$ cat config.mk
export PLATFORM = sky130hd
export DESIGN_NAME = alu8
export DESIGN_NICKNAME = d
export VERILOG_FILES = /design/src/rtl/alu8_pkg.sv /design/src/rtl/alu8_addsub.sv /design/src/rtl/alu8_shift.sv /design/src/rtl/alu8_logic.sv /design/src/rtl/alu8.sv
export SDC_FILE = /design/constraint.sdc
export NUM_CORES = 1
export LEC_CHECK = 0
export ABC_AREA = 1
export BUFFER_PORTS_ARGS = -buffer_cell sky130_fd_sc_hd__buf_4
export CORE_ASPECT_RATIO = 0.7
export CORE_MARGIN = 5
export CORE_UTILIZATION = 30
export DETAILED_ROUTE_END_ITERATION = 7
export MAX_ROUTING_LAYER = met4
export PLACE_DENSITY_LB_ADDON = 0.25
export SLEW_MARGIN = 15
export SYNTH_ARGS = -nofsm -noshare
export SYNTH_HDL_FRONTEND = slang
export SYNTH_SLANG_ARGS = --single-unit
$ cat constraint.sdc
create_clock -name vclk -period 15.6
set_input_delay 3.9 -clock vclk [all_inputs]
set_output_delay 3.9 -clock vclk [all_outputs]
set_load 0.01 [all_outputs]
$ cat src/rtl/alu8_pkg.sv
// Package: shared widths, opcode encoding and flag positions for the ALU.
// Assumes flags are carried as a 5-bit vector {H,N,Z,V,C}, MSB first.
package alu8_pkg;
    localparam int BYTE_W = 8;
    localparam int WORD_W = 16;
    localparam int OP_W   = 5;
    localparam int FLAG_W = 5;

    localparam int FH = 4;
    localparam int FN = 3;
    localparam int FZ = 2;
    localparam int FV = 1;
    localparam int FC = 0;

    typedef enum logic [OP_W-1:0] {
        OP_ADD  = 5'd0,
        OP_ADC  = 5'd1,
        OP_SUB  = 5'd2,
        OP_SBC  = 5'd3,
        OP_CMP  = 5'd4,
        OP_AND  = 5'd5,
        OP_OR   = 5'd6,
        OP_XOR  = 5'd7,
        OP_COM  = 5'd8,
        OP_TST  = 5'd9,
        OP_BIT  = 5'd10,
        OP_ROL  = 5'd11,
        OP_ROR  = 5'd12,
        OP_ASL  = 5'd13,
        OP_ASR  = 5'd14,
        OP_LSR  = 5'd15,
        OP_ADDW = 5'd16,
        OP_SUBW = 5'd17,
        OP_CMPW = 5'd18,
        OP_ASLW = 5'd19,
        OP_LSRW = 5'd20
    } alu_op_e;

    // Shifter modes
    typedef enum logic [2:0] {
        SH_ROL = 3'd0,
        SH_ROR = 3'd1,
        SH_ASL = 3'd2,
        SH_ASR = 3'd3,
        SH_LSR = 3'd4
    } shift_mode_e;

    // Bitwise unit selects
    typedef enum logic [1:0] {
        LG_AND = 2'd0,
        LG_OR  = 2'd1,
        LG_XOR = 2'd2,
        LG_COM = 2'd3
    } logic_sel_e;
endpackage

$ cat src/rtl/alu8_addsub.sv
// Module: parameterized adder/subtractor.
// Computes a+b+cin, or a-b-cin when sub is high, and reports the unsigned
// carry (borrow for subtract), the signed overflow and the carry out of
// bit 3. Assumes W > 4.
module alu8_addsub #(
    parameter int W = 8
) (
    input  logic [W-1:0] a,
    input  logic [W-1:0] b,
    input  logic         cin,
    input  logic         sub,
    output logic [W-1:0] sum,
    output logic         carry,
    output logic         ovf,
    output logic         half
);
    localparam int MSB = W - 1;

    logic [W-1:0] b_eff;
    logic         c_eff;
    logic [W:0]   full;

    // Subtract is done as a plus inverted b plus inverted borrow
    always_comb begin
        b_eff = sub ? ~b : b;
        c_eff = sub ? ~cin : cin;
        full  = {1'b0, a} + {1'b0, b_eff} + {{W{1'b0}}, c_eff};
    end

    // Derive status bits from the raw sum
    always_comb begin
        sum   = full[W-1:0];
        carry = sub ? ~full[W] : full[W];
        ovf   = (a[MSB] == b_eff[MSB]) && (sum[MSB] != a[MSB]);
        half  = sum[4] ^ a[4] ^ b_eff[4];
    end
endmodule

$ cat src/rtl/alu8_shift.sv
// Module: one-place shifter/rotator of parameter width.
// Rotates pass through the carry (a ring of W+1 bits); shifts insert 0
// or repeat the sign. cout is the bit that leaves the operand.
module alu8_shift
    import alu8_pkg::*;
#(
    parameter int W = 8
) (
    input  logic [W-1:0] a,
    input  logic         cin,
    input  shift_mode_e  mode,
    output logic [W-1:0] r,
    output logic         cout
);
    localparam int MSB = W - 1;

    // Select the fill bit and direction per mode
    always_comb begin
        unique case (mode)
            SH_ROL: begin r = {a[MSB-1:0], cin};      cout = a[MSB]; end
            SH_ROR: begin r = {cin, a[MSB:1]};        cout = a[0];   end
            SH_ASL: begin r = {a[MSB-1:0], 1'b0};     cout = a[MSB]; end
            SH_ASR: begin r = {a[MSB], a[MSB:1]};     cout = a[0];   end
            SH_LSR: begin r = {1'b0, a[MSB:1]};       cout = a[0];   end
            default: begin r = a;                     cout = cin;    end
        endcase
    end
endmodule

$ cat src/rtl/alu8_logic.sv
// Module: bitwise unit for AND, OR, XOR and one's complement.
// Purely combinational; the width is a parameter.
module alu8_logic
    import alu8_pkg::*;
#(
    parameter int W = 8
) (
    input  logic [W-1:0] a,
    input  logic [W-1:0] b,
    input  logic_sel_e   sel,
    output logic [W-1:0] r
);
    // Pick the bitwise function
    always_comb begin
        unique case (sel)
            LG_AND:  r = a & b;
            LG_OR:   r = a | b;
            LG_XOR:  r = a ^ b;
            default: r = ~a;
        endcase
    end
endmodule

$ cat src/rtl/alu8.sv
// Module: top of the 8-bit ALU with condition codes.
// Combinational: decodes op_i, routes operands to the adder, shifter and
// bitwise units, and builds the result, next flags and write enables.
// Assumes the caller registers the outputs; no state is held here.
module alu8
    import alu8_pkg::*;
(
    input  logic [OP_W-1:0]   op_i,
    input  logic [WORD_W-1:0] a_i,
    input  logic [WORD_W-1:0] b_i,
    input  logic              carry_i,
    input  logic [FLAG_W-1:0] flags_i,
    output logic [WORD_W-1:0] result_o,
    output logic              result_we_o,
    output logic [FLAG_W-1:0] flags_o,
    output logic [FLAG_W-1:0] flag_we_o
);
    localparam int HI_W = WORD_W - BYTE_W;

    alu_op_e op;
    assign op = alu_op_e'(op_i);

    // Byte and word datapaths
    logic [BYTE_W-1:0] as8_sum, sh8_r, lg8_r;
    logic              as8_c, as8_v, as8_h, sh8_c, as8_sub, as8_cin;
    logic [WORD_W-1:0] as16_sum, sh16_r;
    logic              as16_c, as16_v, as16_h_unused, sh16_c, as16_sub;
    shift_mode_e       sh8_mode, sh16_mode;
    logic_sel_e        lg_sel;

    // Decode unit controls from the opcode
    always_comb begin
        as8_sub   = (op == OP_SUB) || (op == OP_SBC) || (op == OP_CMP);
        as8_cin   = ((op == OP_ADC) || (op == OP_SBC)) ? carry_i : 1'b0;
        as16_sub  = (op != OP_ADDW);
        sh16_mode = (op == OP_ASLW) ? SH_ASL : SH_LSR;
        unique case (op)
            OP_ROL:  sh8_mode = SH_ROL;
            OP_ROR:  sh8_mode = SH_ROR;
            OP_ASL:  sh8_mode = SH_ASL;
            OP_ASR:  sh8_mode = SH_ASR;
            default: sh8_mode = SH_LSR;
        endcase
        unique case (op)
            OP_OR:   lg_sel = LG_OR;
            OP_XOR:  lg_sel = LG_XOR;
            OP_COM:  lg_sel = LG_COM;
            default: lg_sel = LG_AND;
        endcase
    end

    alu8_addsub #(.W(BYTE_W)) u_as8 (
        .a(a_i[BYTE_W-1:0]), .b(b_i[BYTE_W-1:0]), .cin(as8_cin), .sub(as8_sub),
        .sum(as8_sum), .carry(as8_c), .ovf(as8_v), .half(as8_h)
    );

    alu8_addsub #(.W(WORD_W)) u_as16 (
        .a(a_i), .b(b_i), .cin(1'b0), .sub(as16_sub),
        .sum(as16_sum), .carry(as16_c), .ovf(as16_v), .half(as16_h_unused)
    );

    alu8_shift #(.W(BYTE_W)) u_sh8 (
        .a(a_i[BYTE_W-1:0]), .cin(carry_i), .mode(sh8_mode),
        .r(sh8_r), .cout(sh8_c)
    );

    alu8_shift #(.W(WORD_W)) u_sh16 (
        .a(a_i), .cin(1'b0), .mode(sh16_mode),
        .r(sh16_r), .cout(sh16_c)
    );

    alu8_logic #(.W(BYTE_W)) u_lg8 (
        .a(a_i[BYTE_W-1:0]), .b(b_i[BYTE_W-1:0]), .sel(lg_sel), .r(lg8_r)
    );

    // Byte-wide value on which N and Z are judged, and its word form
    logic [BYTE_W-1:0] v8;
    logic [WORD_W-1:0] v16;
    logic              wide;

    // Choose the value that reaches result_o
    always_comb begin
        wide = 1'b0;
        v16  = '0;
        unique case (op)
            OP_ADD, OP_ADC, OP_SUB, OP_SBC, OP_CMP: v8 = as8_sum;
            OP_AND, OP_OR, OP_XOR, OP_COM, OP_BIT:  v8 = lg8_r;
            OP_ROL, OP_ROR, OP_ASL, OP_ASR, OP_LSR: v8 = sh8_r;
            OP_TST:                                 v8 = a_i[BYTE_W-1:0];
            OP_ADDW, OP_SUBW, OP_CMPW: begin
                v8 = '0; v16 = as16_sum; wide = 1'b1;
            end
            OP_ASLW, OP_LSRW: begin
                v8 = '0; v16 = sh16_r; wide = 1'b1;
            end
            default:                                v8 = '0;
        endcase
        result_o = wide ? v16 : {{HI_W{1'b0}}, v8};
    end

    logic n_val, z_val;

    // Sign and zero of whichever width is active
    always_comb begin
        n_val = wide ? v16[WORD_W-1] : v8[BYTE_W-1];
        z_val = wide ? (v16 == '0) : (v8 == '0);
    end

    logic [FLAG_W-1:0] nf, we;

    // Per-operation flag policy
    always_comb begin
        nf          = flags_i;
        we          = '0;
        result_we_o = 1'b0;
        unique case (op)
            OP_ADD, OP_ADC: begin
                nf          = {as8_h, n_val, z_val, as8_v, as8_c};
                we          = 5'b11111;
                result_we_o = 1'b1;
            end
            OP_SUB, OP_SBC, OP_CMP: begin
                nf[FN] = n_val; nf[FZ] = z_val; nf[FV] = as8_v; nf[FC] = as8_c;
                we          = 5'b01111;
                result_we_o = (op != OP_CMP);
            end
            OP_AND, OP_OR, OP_XOR, OP_BIT: begin
                nf[FN] = n_val; nf[FZ] = z_val; nf[FV] = 1'b0;
                we          = 5'b01110;
                result_we_o = (op != OP_BIT);
            end
            OP_COM: begin
                nf[FN] = n_val; nf[FZ] = z_val; nf[FV] = 1'b0; nf[FC] = 1'b1;
                we          = 5'b01111;
                result_we_o = 1'b1;
            end
            OP_TST: begin
                nf[FN] = n_val; nf[FZ] = z_val; nf[FV] = 1'b0; nf[FC] = 1'b0;
                we = 5'b01111;
            end
            OP_ROL, OP_ROR, OP_ASL, OP_ASR, OP_LSR: begin
                nf[FN] = n_val; nf[FZ] = z_val;
                nf[FC] = sh8_c; nf[FV] = n_val ^ sh8_c;
                we          = 5'b01111;
                result_we_o = 1'b1;
            end
            OP_ADDW, OP_SUBW, OP_CMPW: begin
                nf[FN] = n_val; nf[FZ] = z_val; nf[FV] = as16_v; nf[FC] = as16_c;
                we          = 5'b01111;
                result_we_o = (op != OP_CMPW);
            end
            OP_ASLW, OP_LSRW: begin
                nf[FN] = n_val; nf[FZ] = z_val;
                nf[FC] = sh16_c; nf[FV] = n_val ^ sh16_c;
                we          = 5'b01111;
                result_we_o = 1'b1;
            end
            default: ;
        endcase
        flags_o   = nf;
        flag_we_o = we;
    end
endmodule

Word-level counts from Yosys, hierarchy flattened. Cells that the tools add are included.

Register bits after elaboration: 0. Latch bits: 0. Memory bits (writable): 0. Memory bits (read-only): 0. Bits of input ports: 43. Output and inout bits: 27. Logic and storage cells: 109. Memories kept: 0.

Add/subtract/negate cells: 4. Multiply operators: 0. Divide/modulo/power cells: 0. Order comparisons: 0. Equal/unequal tests: 38. Shift-type cells: 0. Multiplexer cells: 26. Bitwise gates (word level): 13. Reduce and logical (&&, ||, !) cells: 28.

Operators with widths (count): $pmux W16 S3 (1); $eq A5 B4 Y1 const B (8); $pmux W8 S5 (1); $mux W16 (2); $pmux W16 S2 (1); $pmux W8 S4 (1); $eq A5 B5 Y1 const B (5); $pmux W8 S3 (1); $eq A5 B3 Y1 const B (4); $reduce_or A5 Y1 (4); $add A16 B16 Y17 (1); $add A17 B1 Y17 (1); $logic_not A16 Y1 (1); $not A16 Y16 (1); $not A8 Y8 (2); $pmux W3 S5 (1); $pmux W5 S3 (1); $reduce_or A15 Y1 (1); $eq A3 B2 Y1 const B (4); $pmux W3 S4 (1); $reduce_or A3 Y1 (4); $eq A5 B2 Y1 const B (2); $ne A5 B5 Y1 const B (2); $reduce_or A10 Y1 (1); other kinds (32) (58).

Logic depth before layout (Yosys ltp). Gate-level depths: netlist of run 1.

Depth after elaboration: 10. Depth in mapped cells: 22. Gate-level depth less buffers: 21.

Cells and area by module. Synthesis of run 1 repeated with hierarchy kept, for this count alone.

Cell total of the unflattened synthesis: 739. Area, all modules: 3922.5 um^2.

By module, submodules not included: alu8_addsub at u_as16 (instances 1, cells an instance 177, area each 1067.3 um^2, seq. area each 0.0 um^2); alu8 (instances 1, cells an instance 225, area each 1013.5 um^2, seq. area each 0.0 um^2); alu8_logic (instances 1, cells an instance 86, area each 560.5 um^2, seq. area each 0.0 um^2); alu8_addsub at u_as8 (instances 1, cells an instance 86, area each 528.0 um^2, seq. area each 0.0 um^2); alu8_shift at u_sh16 (instances 1, cells an instance 102, area each 483.0 um^2, seq. area each 0.0 um^2); alu8_shift at u_sh8 (instances 1, cells an instance 63, area each 270.3 um^2, seq. area each 0.0 um^2).

Worst setup path before layout of run 1. No wires, ideal clock.

Kind: input -> output. Start: input op_i[0]. End: output flags_o[2]. Data arrival time: 6613 ps. Required time: 11700 ps. Path slack: 5087 ps. Cell stages on the path: 20. Path buffers: 1. Cell sequence: nor2_2 nand2_1 o21ai_0 nand2_1 buf_2 xor2_1 fa_1 inv_1 fa_1 inv_1 nand3_1 nand2_1 or2_2 a31oi_1 nand3_1 nor2_1 nand2_1 nor3_1 nand3_1 nand2_1.

Cells in the longest elaborated chain, start to end: 10. Elaborated cells between the ends (all ways): 70. Classes of those cells: add/sub (4); eq/ne (31); mux (16); bitwise (1); reduce/logical (18).

Ends and longest elaborated chain: start, declared (line alu8.sv:8) `input logic [OP_W-1:0] op_i,`; branches (longest 9 deep; another with $add A16 B16 Y17); $pmux W3 S5 (*) (line alu8.sv:116) `unique case (op)`; end, declared (line alu8.sv:15) `output logic [FLAG_W-1:0] flags_o,`.

Every way passes the cells marked *.

Worst setup path after layout of run 1. Same ends and word-level chain as after synthesis.

==> results of run 1 <==
[worst paths after layout]
| path | start | endpoint | slack (ps) | cells past startpoint |
|---|---|---|---|---|
| worst max-delay path | op_i[0] | flags_o[2] | 3880 | 19 |
| worst min-delay path | flags_i[2] | flags_o[2] | 8080 | 4 |
[worst max-delay path, stage by stage]
cell                       delay (ps)
sky130_fd_sc_hd__buf_4            140
sky130_fd_sc_hd__nor2_2           310
sky130_fd_sc_hd__nand3_1          860
sky130_fd_sc_hd__xor2_1           440
sky130_fd_sc_hd__fa_1             480
sky130_fd_sc_hd__inv_1            110
sky130_fd_sc_hd__nand3_1           80
sky130_fd_sc_hd__nand2_1          150
sky130_fd_sc_hd__nand3_1           90
sky130_fd_sc_hd__nand2_1          150
sky130_fd_sc_hd__nand3b_1         170
sky130_fd_sc_hd__a21oi_1          170
sky130_fd_sc_hd__nor2_1            60
sky130_fd_sc_hd__nor2_1           160
sky130_fd_sc_hd__nand3_1          120
sky130_fd_sc_hd__nor2_1           130
sky130_fd_sc_hd__nand3_1          100
sky130_fd_sc_hd__nand2_1           70
sky130_fd_sc_hd__buf_4            110
[routing by layer]
layer  track usage  vias up
met2         0.272      162
li1              -     2080
met4        0.0111        0
met1         0.290     1831
met3        0.0160        4
met5             -        -
[power breakdown]
part	internal (mW)	total, mW	switching [mW]	leakage, nW
logic	0.0517	0.134	0.0818	2.15
clock network	0	0	0	0
registers	0	0	0	0
[synth_stat cells (all sizes together), types with 3 or more instances]
cell type	n	area share
nand4	13	0.027
nor3	9	0.018
a21oi	41	0.065
ha	38	0.15
nand3	56	0.089
or2	15	0.029
o21ai	51	0.080
nand2	159	0.19
buf	11	0.024
inv	96	0.11
fa	3	0.019
o22ai	3	0.0059
xor2	19	0.052
nand3b	5	0.012
nor2	65	0.081
xnor2	9	0.025
[area by class of cell]
class,instances,area share
Multi-Input combinational cell,497,0.725
Timing Repair Buffer,70,0.138
Inverter,96,0.0944
Tap cell,132,0.0433
[metrics by stage]
step | total power [mW] | setup slack [ps] | cell area [um2] | cells
6_report | 0.134 | 3880 | 3820 | 795
5_1_grt | 0.149 | 3540 | 3820 | 795
4_1_cts | 0.132 | 3930 | 3820 | 795
3_5_place_dp | 0.132 | 3950 | 3820 | 795
3_3_place_gp | 0.131 | 3970 | 3820 | 795
2_1_floorplan | 0.0842 | 5090 | 3210 | 605
[cell families after synthesis]
family,Yosys count
buffers and inverters,108
AOI/OAI and AO/OA,105
xor gates and xnor gates,28
adders and majority gates,41
and+or+nand+nor,323
==> flow_results.org, run 1 <==
** Power
- IR Drop Worst-Case VDD :: ~0.000012 V
- Power spread over the standard cell area amounts to 35.0 nW/um2.
- Summed over all cells, the static leakage comes to about 2.2 nW.

** Synth
- Of the total synthesized cell area, the portion taken by full adders, half adders and majority gates is 0.167.
- Number of unique standard cell types used by synthesis :: 36
- Of the total synthesized cell area, the portion taken by XOR and XNOR cells is 0.0764.
- Synthesis warning total :: 0
- After synthesis, the share of cell area in mux cells is 0.
- The post-synthesis compound-gate area fraction was 0.174.
- After synthesis, the largest family of logic cells by area is simple AND/OR/NAND/NOR gates.
- Of the synthesized area, sequential elements account for 0.
- The average instance in the mapped netlist occupies ~5.3 um2.
- Synthesized instance count :: between 600 and 700
- Simple-gate area share of the yosys netlist :: 0.445
- Net count of the mapped netlist :: between 600 and 700
- Post-synth design cell area :: between 3000 and 4000 um2

** Placed design
- Input and output buffers added on the ports amount to 70.
- Summed over all nets, the half-perimeter wirelength after detailed placement is between 10000 and 15000 um.
- Routability-driven placement finished with a final weighted congestion of 0.985.

** Route
- Wire length on met3 :: slightly below 1000 um
- For this block, wires on met1 add up to around 6300 um.
- After detailed routing, the total wire length is between 10000 and 15000 um.
- Number of vias in the routed layout :: a little over 4000
- In the routed design, unresolved DRC markers number 0.
- The first TritonRoute pass finished after 5 iterations.
- DR iter-0 viols :: about 330
- In this run the top signal layer used is met4.
- In this run the remaining antenna-violating nets after routing total 0.
- In the final routed layout, each cell accounts on average for between 15 and 20 um.
- Drt via density :: between 5 and 6
- The routed design uses a little under 5000 um of met2 wire.

** Timing
- Setup violators final :: 0
- Final-report hold violation count :: 0
- The number of max-slew violations in the final report is 0.
- Final Cycle Share :: 0.751
- Setup repair after global routing left no endpoint under its margin.
- TNS Setup :: 0 ps
- The routed design could run at a clock period as short as approximately 12000 ps.
- Max-Slew Margin vs Limit :: 0.264
- For the pin with the worst max-slew slack, the measured transition is roughly 1100 ps.
- Peak Freq :: 0.0853 GHz
- Final Hold Slack :: between 8000 and 9000 ps

** Floorplanning
- Area of the die :: roughly 13000 um2
- Number of top-level pins :: 70
- Area of the core region :: around 10000 um2
- The die is 134 um wide.
- For this configuration, the core starts out at a cell density of 0.309.
- Number of placement rows :: 31
- The die is 96.5 um tall.

** Clock network
- Post-CTS Hold Fix Bufs :: 0
- Total of cells resized after clock tree synthesis :: 0
- In this run the post-CTS setup repair buffer count came out at 0.

** Run status
- Run status :: finished, final reports clean

** Final layout
- Leading cell type in the layout, fill and taps excluded :: sky130_fd_sc_hd__nand2_1
- Sequential cell area :: 0 um2
- Area added between synthesis and finish :: 19.0%
- In the final design database the tool counted roughly 750 nets.
- Number of flip-flops and latches :: 0
- Count of clock buffers in the final design :: 0
- Measured on the finished design, the core utilization comes to 0.367.
- The number of antenna diodes in the final layout is 0.
- The library cells used most frequently in the layout, excluding fill and tap cells, are sky130_fd_sc_hd__nand2_1 (157), sky130_fd_sc_hd__inv_1 (93), sky130_fd_sc_hd__buf_4 (70), sky130_fd_sc_hd__nor2_1 (61), sky130_fd_sc_hd__nand3_1 (55).
- Fraction of layout cells with a size suffix above 1 :: 0.148
- Area used by multi-input combinational logic :: roughly 2800 um2
- After filler insertion, the fill cell instance count of the layout stands at roughly 1200.

** Worst setup path
- CP endpoint kind :: output port
- CP Data Required Time :: 11700 ps
- Along the worst path, the maximum fanout reaches 17.
- For the worst setup path, the data arrival time is 7820 ps.
- STA classifies the critical path startpoint as an input pin.
- The worst setup path is of the in -> out kind.

** Global route
- Largest net degree at the start of global routing :: 18
- The number of antenna violations at the first check in global routing was 0.
- Remaining global-route overflow :: 0
- The first global-routing pass estimated a little under 20000 um of wire.
- Vias in the first global route :: around 3700
- Across every metal layer, demand over resource in global routing totals 0.187.

** Job
- Total of max-cap violations :: 0

** Worst hold path
- The tightest min-delay check is of the in -> out type.
No activity file was read; power rests on OpenSTA's default activity.
==> inputs of run 2 (changes only) <==
Settings changed: ABC_AREA 1 to 0.
Clock period 15.6 ns to 11.9 ns, I/O delays scaled along.
==> flow_results.org, run 2 <==
** Run status
- Run status :: finished, final reports clean

** Final layout
- The number of diodes added for antenna fixing was 0 (unchanged).
- In the layout the commonest cells are sky130_fd_sc_hd__buf_4 (73), sky130_fd_sc_hd__a21oi_1 (50), sky130_fd_sc_hd__nor2_1 (43), sky130_fd_sc_hd__ha_1 (38), sky130_fd_sc_hd__xnor2_1 (36).
- The filler-free cell count of the finished design is 626 (-21%).
- Core occupancy in the finished layout :: 0.370 (+0.00266)
- The net count reported at finish was 584 (-22%).
- From synthesis to final layout, the design area changed by 19.8%.
- Fraction of layout cells with a size suffix above 1 :: 0.169 (+0.0209)
- The count of clock-net buffers in the final layout is 0 (unchanged).
- The number of sequential cells came to 0 (unchanged).
- Leaving out fill and tap cells, the most frequent cell in the layout is sky130_fd_sc_hd__buf_4.
- Sequential cell area :: 0 um2 (unchanged)
- Filler cell count in the final layout :: 1054 (-11%)

** Route
- The routed via count came to 3672 (-9.9%).
- The violation count after the first detailed-route iteration was 349 (+5.1%).
- DRC violation count after routing :: 0 (unchanged)
- The remaining number of nets flagged by the antenna check after routing is 0 (unchanged).
- The total iterations of the first detailed-routing run was 6 (+1).
- The mean number of vias per cell was 5.87 (+14%).
- Routed length per placed instance :: 18.4 um (+20%)
- The post-detailed-routing wire length was 11500 um (-5.5%).

** Clock network
- Total of cells resized after clock tree synthesis :: 0 (unchanged)
- Post-CTS Hold Fix Bufs :: 0 (unchanged)
- The post-CTS repair timing setup buffer count was 0 (unchanged).

** Power
- Static Leakage :: 1.59 nW (-26%)
- The power density of the placed cells was 50.9 nW/um2 (+46%).
- IR Drop Worst-Case VDD :: 0.0000271 V (+130%)

** Placed design
- # placed instances :: 626 (-21%)
- Routability-driven placement congestion ratio :: 0.914 (-7.2%)
- Pre-CTS setup slack :: 1550 ps (-2400 ps)
- The total half-perimeter wirelength after legalization and detailed placement came to 9230 um (-11%).
- The number of input and output port buffers inserted was 70 (unchanged).

** Job
- The number of max-capacitance violations reported came to 0 (unchanged).

** Worst hold path
- Worst Hold Depth :: 4 (unchanged)
- Type of the most critical hold path :: in -> out

** Worst setup path
- Worst setup path category :: in -> out
- Critical Path Start Type :: input pin
- Worst endpoint data arrival time :: 7430 ps (-390 ps)
- STA classifies the critical path endpoint as an output port.
- Largest fanout on the critical path :: 27 (+10)
- The worst path required time was 8930 ps (-2770 ps).

** Synth
- Ranking of synthesized cells by area :: sky130_fd_sc_hd__ha_1 (16%), sky130_fd_sc_hd__xnor2_1 (10%), sky130_fd_sc_hd__a21oi_1 (8.3%)
- Synthesized instance count :: 451 (-25%)
- Number of unique standard cell types used by synthesis :: 65 (+81%)
- The proportion of synthesized chip area in sequential cells is 0 (unchanged).
- Syn avg cell area :: 6.66 um2 (+26%)
- Post-synth design cell area :: 3000 um2 (-6.4%)
- sky130_fd_sc_hd__ha_1 takes more of the synthesized area than any other cell.
- The total number of yosys warnings is 0 (unchanged).
- Most numerous cell types in the synthesized netlist :: sky130_fd_sc_hd__a21oi_1 (50), sky130_fd_sc_hd__nor2_1 (44), sky130_fd_sc_hd__ha_1 (38)
- The number of nets produced by synthesis is 535 (-22%).
- Area share of the largest cell type after synthesis :: 0.158 (-0.0254)
- In the post-synthesis netlist, the cell with the most instances is sky130_fd_sc_hd__a21oi_1.

** Floorplanning
- Height of the die :: 93.7 um (-2.9%)
- Number of placement rows :: 30 (-3.2%)
- The width of the die was 130 um (-3.0%).
- Initial Utilization :: 0.309 (about the same)
- Area of the core region :: 9720 um2 (-6.5%)
- Number of top-level pins :: 70 (unchanged)
- Area of the die :: 12100 um2 (-5.8%)

** Timing
- The final count of negative-setup-slack endpoints was 0 (unchanged).
- Of the available clock period, the critical path in the final layout requires 0.874.
- The worst max-slew margin expressed relative to the limit is 0.302 (+0.0378).
- Setup repair after global routing left no endpoint under its margin.
- Final slew viol count :: 0 (unchanged)
- The transition time of the tightest slew-check pin is 1040 ps (-60.6 ps).
- The final hold violation count was 0 (unchanged).
- Final min period :: between 10000 and 15000 ps
- Peak Freq :: 0.0961 GHz
- TNS Setup :: 0 ps (unchanged)
- The minimum setup slack in the final design was 1500 ps (-2380 ps).

** Global route
- The maximum number of pins on one net before global-route repair was 47 (+29).
- The via count of the first global-routing pass is 3260 (-11%).
- Remaining global-route overflow :: 0 (unchanged)
- The global-route wire length before repair came to 17900 um (-7.3%).
- Global Route Usage Sum :: 0.184 (-0.00236)
- Initial antenna violation count :: 0 (unchanged)
## run 2: final cells by class
class / instances / area (um2) / share of cell area
inverters: 29 / 109 / 0.0303
well taps: 128 / 160 / 0.0445
repair buffers: 73 / 548 / 0.152
multi-input cells: 396 / 2780 / 0.773
## run 2: final timing paths
path	startpoint	to
max	op_i[0]	flags_o[2]
min	flags_i[4]	flags_o[4]
## run 2: logic make-up (layout without fill, tap and decap cells)
| logic type | after synthesis | in the layout | share of synthesized area |
|---|---|---|---|
| compound gates | 167 | 167 | 0.375 |
| xor+xnor | 45 | 45 | 0.131 |
| fa+ha+maj | 41 | 41 | 0.178 |
| buf+inv | 55 | 102 | 0.0750 |
| mux | 5 | 5 | 0.0167 |
| simple gates | 138 | 138 | 0.224 |
## run 2: critical path, stage by stage
cell and delay (ps):
sky130_fd_sc_hd__buf_4 240, sky130_fd_sc_hd__nor2_1 160, sky130_fd_sc_hd__and2_1 190, sky130_fd_sc_hd__o21ai_1 810, sky130_fd_sc_hd__xnor2_1 190, sky130_fd_sc_hd__fa_1 460
sky130_fd_sc_hd__inv_1 80, sky130_fd_sc_hd__fa_1 190, sky130_fd_sc_hd__nand2b_1 130, sky130_fd_sc_hd__a21oi_1 90, sky130_fd_sc_hd__o21ai_0 160, sky130_fd_sc_hd__nand2b_1 100
sky130_fd_sc_hd__xnor2_1 280, sky130_fd_sc_hd__o221ai_1 210, sky130_fd_sc_hd__a211o_1 270, sky130_fd_sc_hd__or4_1 480, sky130_fd_sc_hd__o41ai_2 230, sky130_fd_sc_hd__buf_4 180
## run 2: metal layers
layer | global-route usage | routed length (um) | vias to the layer above
li1 | - | - | 1762
met1 | 0.310 | 5830 | 1689
met2 | 0.244 | 4470 | 217
met3 | 0.00909 | 1230 | 4
met4 | 0.00952 | 15 | 0
met5 | - | 0 | -
## run 2: metrics by stage
stage / power [mW] / hold WS (ps) / cell area [um2]
global route: 0.200 / 6300 / 3600
CTS: 0.181 / 6290 / 3600
floorplan: 0.118 / 6100 / 3000
global placement: 0.178 / 6280 / 3600
detailed placement: 0.179 / 6290 / 3600
finish: 0.183 / 6290 / 3600
## run 2: where the power goes
group	internal (mW)	switching, mW	leakage (nW)
clock network	0	0	0
registers	0	0	0
logic	0.0788	0.104	1.59
total	0.0788	0.104	1.59
==> inputs of run 3 (changes only) <==
Settings changed: CORE_ASPECT_RATIO 0.7 to default.
==> flow_results.org, run 3 (synthesis gave the netlist of run 2 again) <==
** Timing
- TNS Setup :: 0 ps (unchanged)
- The share of the clock period used by the worst path after layout was 0.860 (-0.0142).
- The minimum setup slack in the final design is 1660 ps (+169 ps).
- The final count of negative-setup-slack endpoints came to 0 (unchanged).
- The worst max-slew margin expressed relative to the limit came to 0.392 (+0.0902).
- The transition time of the tightest slew-check pin came to 900 ps (-140 ps).
- The highest achievable clock rate was 0.0977 GHz (+1.6%).
- The final hold violation count is 0 (unchanged).
- The minimum clock period after layout was 10240 ps (-169 ps).
- Setup repair after global routing left no endpoint under its margin.
- The number of max-slew violations in the final report is 0 (unchanged).

** Route
- Drt via density :: 5.71 (-2.6%)
- Number of vias in the routed layout :: 3606 (-1.8%)
- The post-route DRC violation count came to 0 (unchanged).
- Initial DRT Pass Iterations :: 5 (-1)
- Final ANT Viol Nets :: 0 (unchanged)
- DR iter-0 viols :: 305 (-13%)
- The post-detailed-routing wire length is 11200 um (-3.2%).
- Routed length per placed instance :: 17.7 um (-3.9%)

** Final layout
- The number of diodes added for antenna fixing came to 0 (unchanged).
- Number of flip-flops and latches :: 0 (unchanged)
- The filler cell count in the final layout was 1080 (+2.5%).
- Area used by multi-input combinational logic :: 2780 um2 (unchanged)
- Fraction of layout cells with a size suffix above 1 :: 0.169 (unchanged)
- The area growth from synthesis to layout is 20.0%.
- The area taken by flip-flops and latches was 0 um2 (unchanged).
- Leaving out fill and tap cells, the most frequent cell in the layout is sky130_fd_sc_hd__buf_4.
- Top library cells by usage in the layout, fill and taps aside :: sky130_fd_sc_hd__buf_4 (73), sky130_fd_sc_hd__a21oi_1 (50), sky130_fd_sc_hd__nor2_1 (43), sky130_fd_sc_hd__ha_1 (38), sky130_fd_sc_hd__xnor2_1 (36)
- # nets final :: 584 (unchanged)
- Count of clock buffers in the final design :: 0 (unchanged)

** Global route
- The via count of the first global-routing pass came to 3463 (+6.2%).
- Largest net degree at the start of global routing :: 47 (unchanged)
- Global-route wire length before repair :: 18100 um (+1.4%)
- Initial antenna violation count :: 0 (unchanged)
- The overall overflow remaining after global route is 0 (unchanged).
- The overall global routing resource usage is 0.189 (+0.00495).

** Floorplanning
- Area of the core region :: 9770 um2 (+0.54%)
- Initial Utilization :: 0.307 (-0.00166)
- The number of top-level pins is 70 (unchanged).
- Number of placement rows :: 36 (+20%)
- The die area came to 12100 um2 (-0.27%).
- Die width :: 110 um (-15%)
- The overall die height came to 110 um (+17%).

** Placed design
- Pre-CTS setup slack :: 1740 ps (+190 ps)
- Routability-driven placement congestion ratio :: 0.923 (+0.90%)
- The number of input and output port buffers inserted is 70 (unchanged).
- The total half-perimeter wirelength after legalization and detailed placement came to 8810 um (-4.5%).

** Worst setup path
- The worst path arrival time is 7260 ps (-170 ps).
- The critical path is of the in -> out type.
- CP endpoint kind :: output port
- The worst setup path is launched from an input pin.
- The critical-path maximum fanout is 46 (+70%).
- CP Data Required Time :: 8930 ps (about the same)

** Clock network
- Total of cells resized after clock tree synthesis :: 0 (unchanged)
- Post-CTS Hold Fix Bufs :: 0 (unchanged)
- The post-CTS repair timing setup buffer count came to 0 (unchanged).

** Power
- IR Drop Worst-Case VDD :: 0.0000292 V (+7.9%)
- Static Leakage :: 1.59 nW (about the same)
- The power density of the placed cells was 49.5 nW/um2 (-2.8%).

** Worst hold path
- The worst hold path belongs to the class in -> out.

** Run status
- Run status :: finished, final reports clean

** Job
- Total of max-cap violations :: 0 (unchanged)
-- run 3: cell counts in the layout (fill, tap and decap cells not counted) --
Identical to the previous run, type by type.
-- run 3: path summary, 6_finish.rpt --
path	from	end	slack [ps]	cells past startpoint
max	op_i[2]	flags_o[2]	1660	15
min	flags_i[4]	flags_o[4]	6290	4
-- run 3: layer usage --
layer  vias up  GRT usage  part of all wire
li1       1761          -                 -
met1      1682      0.274              0.47
met2       151      0.299              0.45
met3        12     0.0116             0.069
met4         0     0.0214            0.0099
met5         -          -                 0
-- run 3: worst max-delay path, cell delays in order --
cell                      delay (ps)
sky130_fd_sc_hd__buf_4           240
sky130_fd_sc_hd__or3b_1          520
sky130_fd_sc_hd__nor2_2          440
sky130_fd_sc_hd__xnor2_1         180
sky130_fd_sc_hd__ha_1            290
sky130_fd_sc_hd__o21ai_0         170
sky130_fd_sc_hd__a21oi_1         100
sky130_fd_sc_hd__o41ai_1         750
sky130_fd_sc_hd__o21ai_0         170
sky130_fd_sc_hd__a21oi_1         200
sky130_fd_sc_hd__xor2_1          150
sky130_fd_sc_hd__o21ai_0         130
sky130_fd_sc_hd__or4_1           570
sky130_fd_sc_hd__o41ai_2         200
sky130_fd_sc_hd__buf_4           170
-- run 3: through the flow --
stage	utilization	cells	total power [mW]	hold WS [ps]	cell area, um2
5_1_grt	0.369	631	0.198	6330	3600
3_3_place_gp	0.369	631	0.175	6280	3600
2_1_floorplan	-	451	0.118	6100	3000
6_report	0.369	631	0.178	6290	3600
3_5_place_dp	0.369	631	0.176	6280	3600
4_1_cts	0.369	631	0.177	6290	3600
-- run 3: final cells by class --
| cell class | instances | area share |
|---|---|---|
| Tap cell | 133 | 0.0462 |
| Multi-Input combinational cell | 396 | 0.772 |
| Timing Repair Buffer | 73 | 0.152 |
| Inverter | 29 | 0.0302 |
-- run 3: power by group --
part	switching, mW	total [mW]	internal, mW
sequential	0	0	0
combinational	0.100	0.178	0.0780
clock	0	0	0
total	0.100	0.178	0.0780
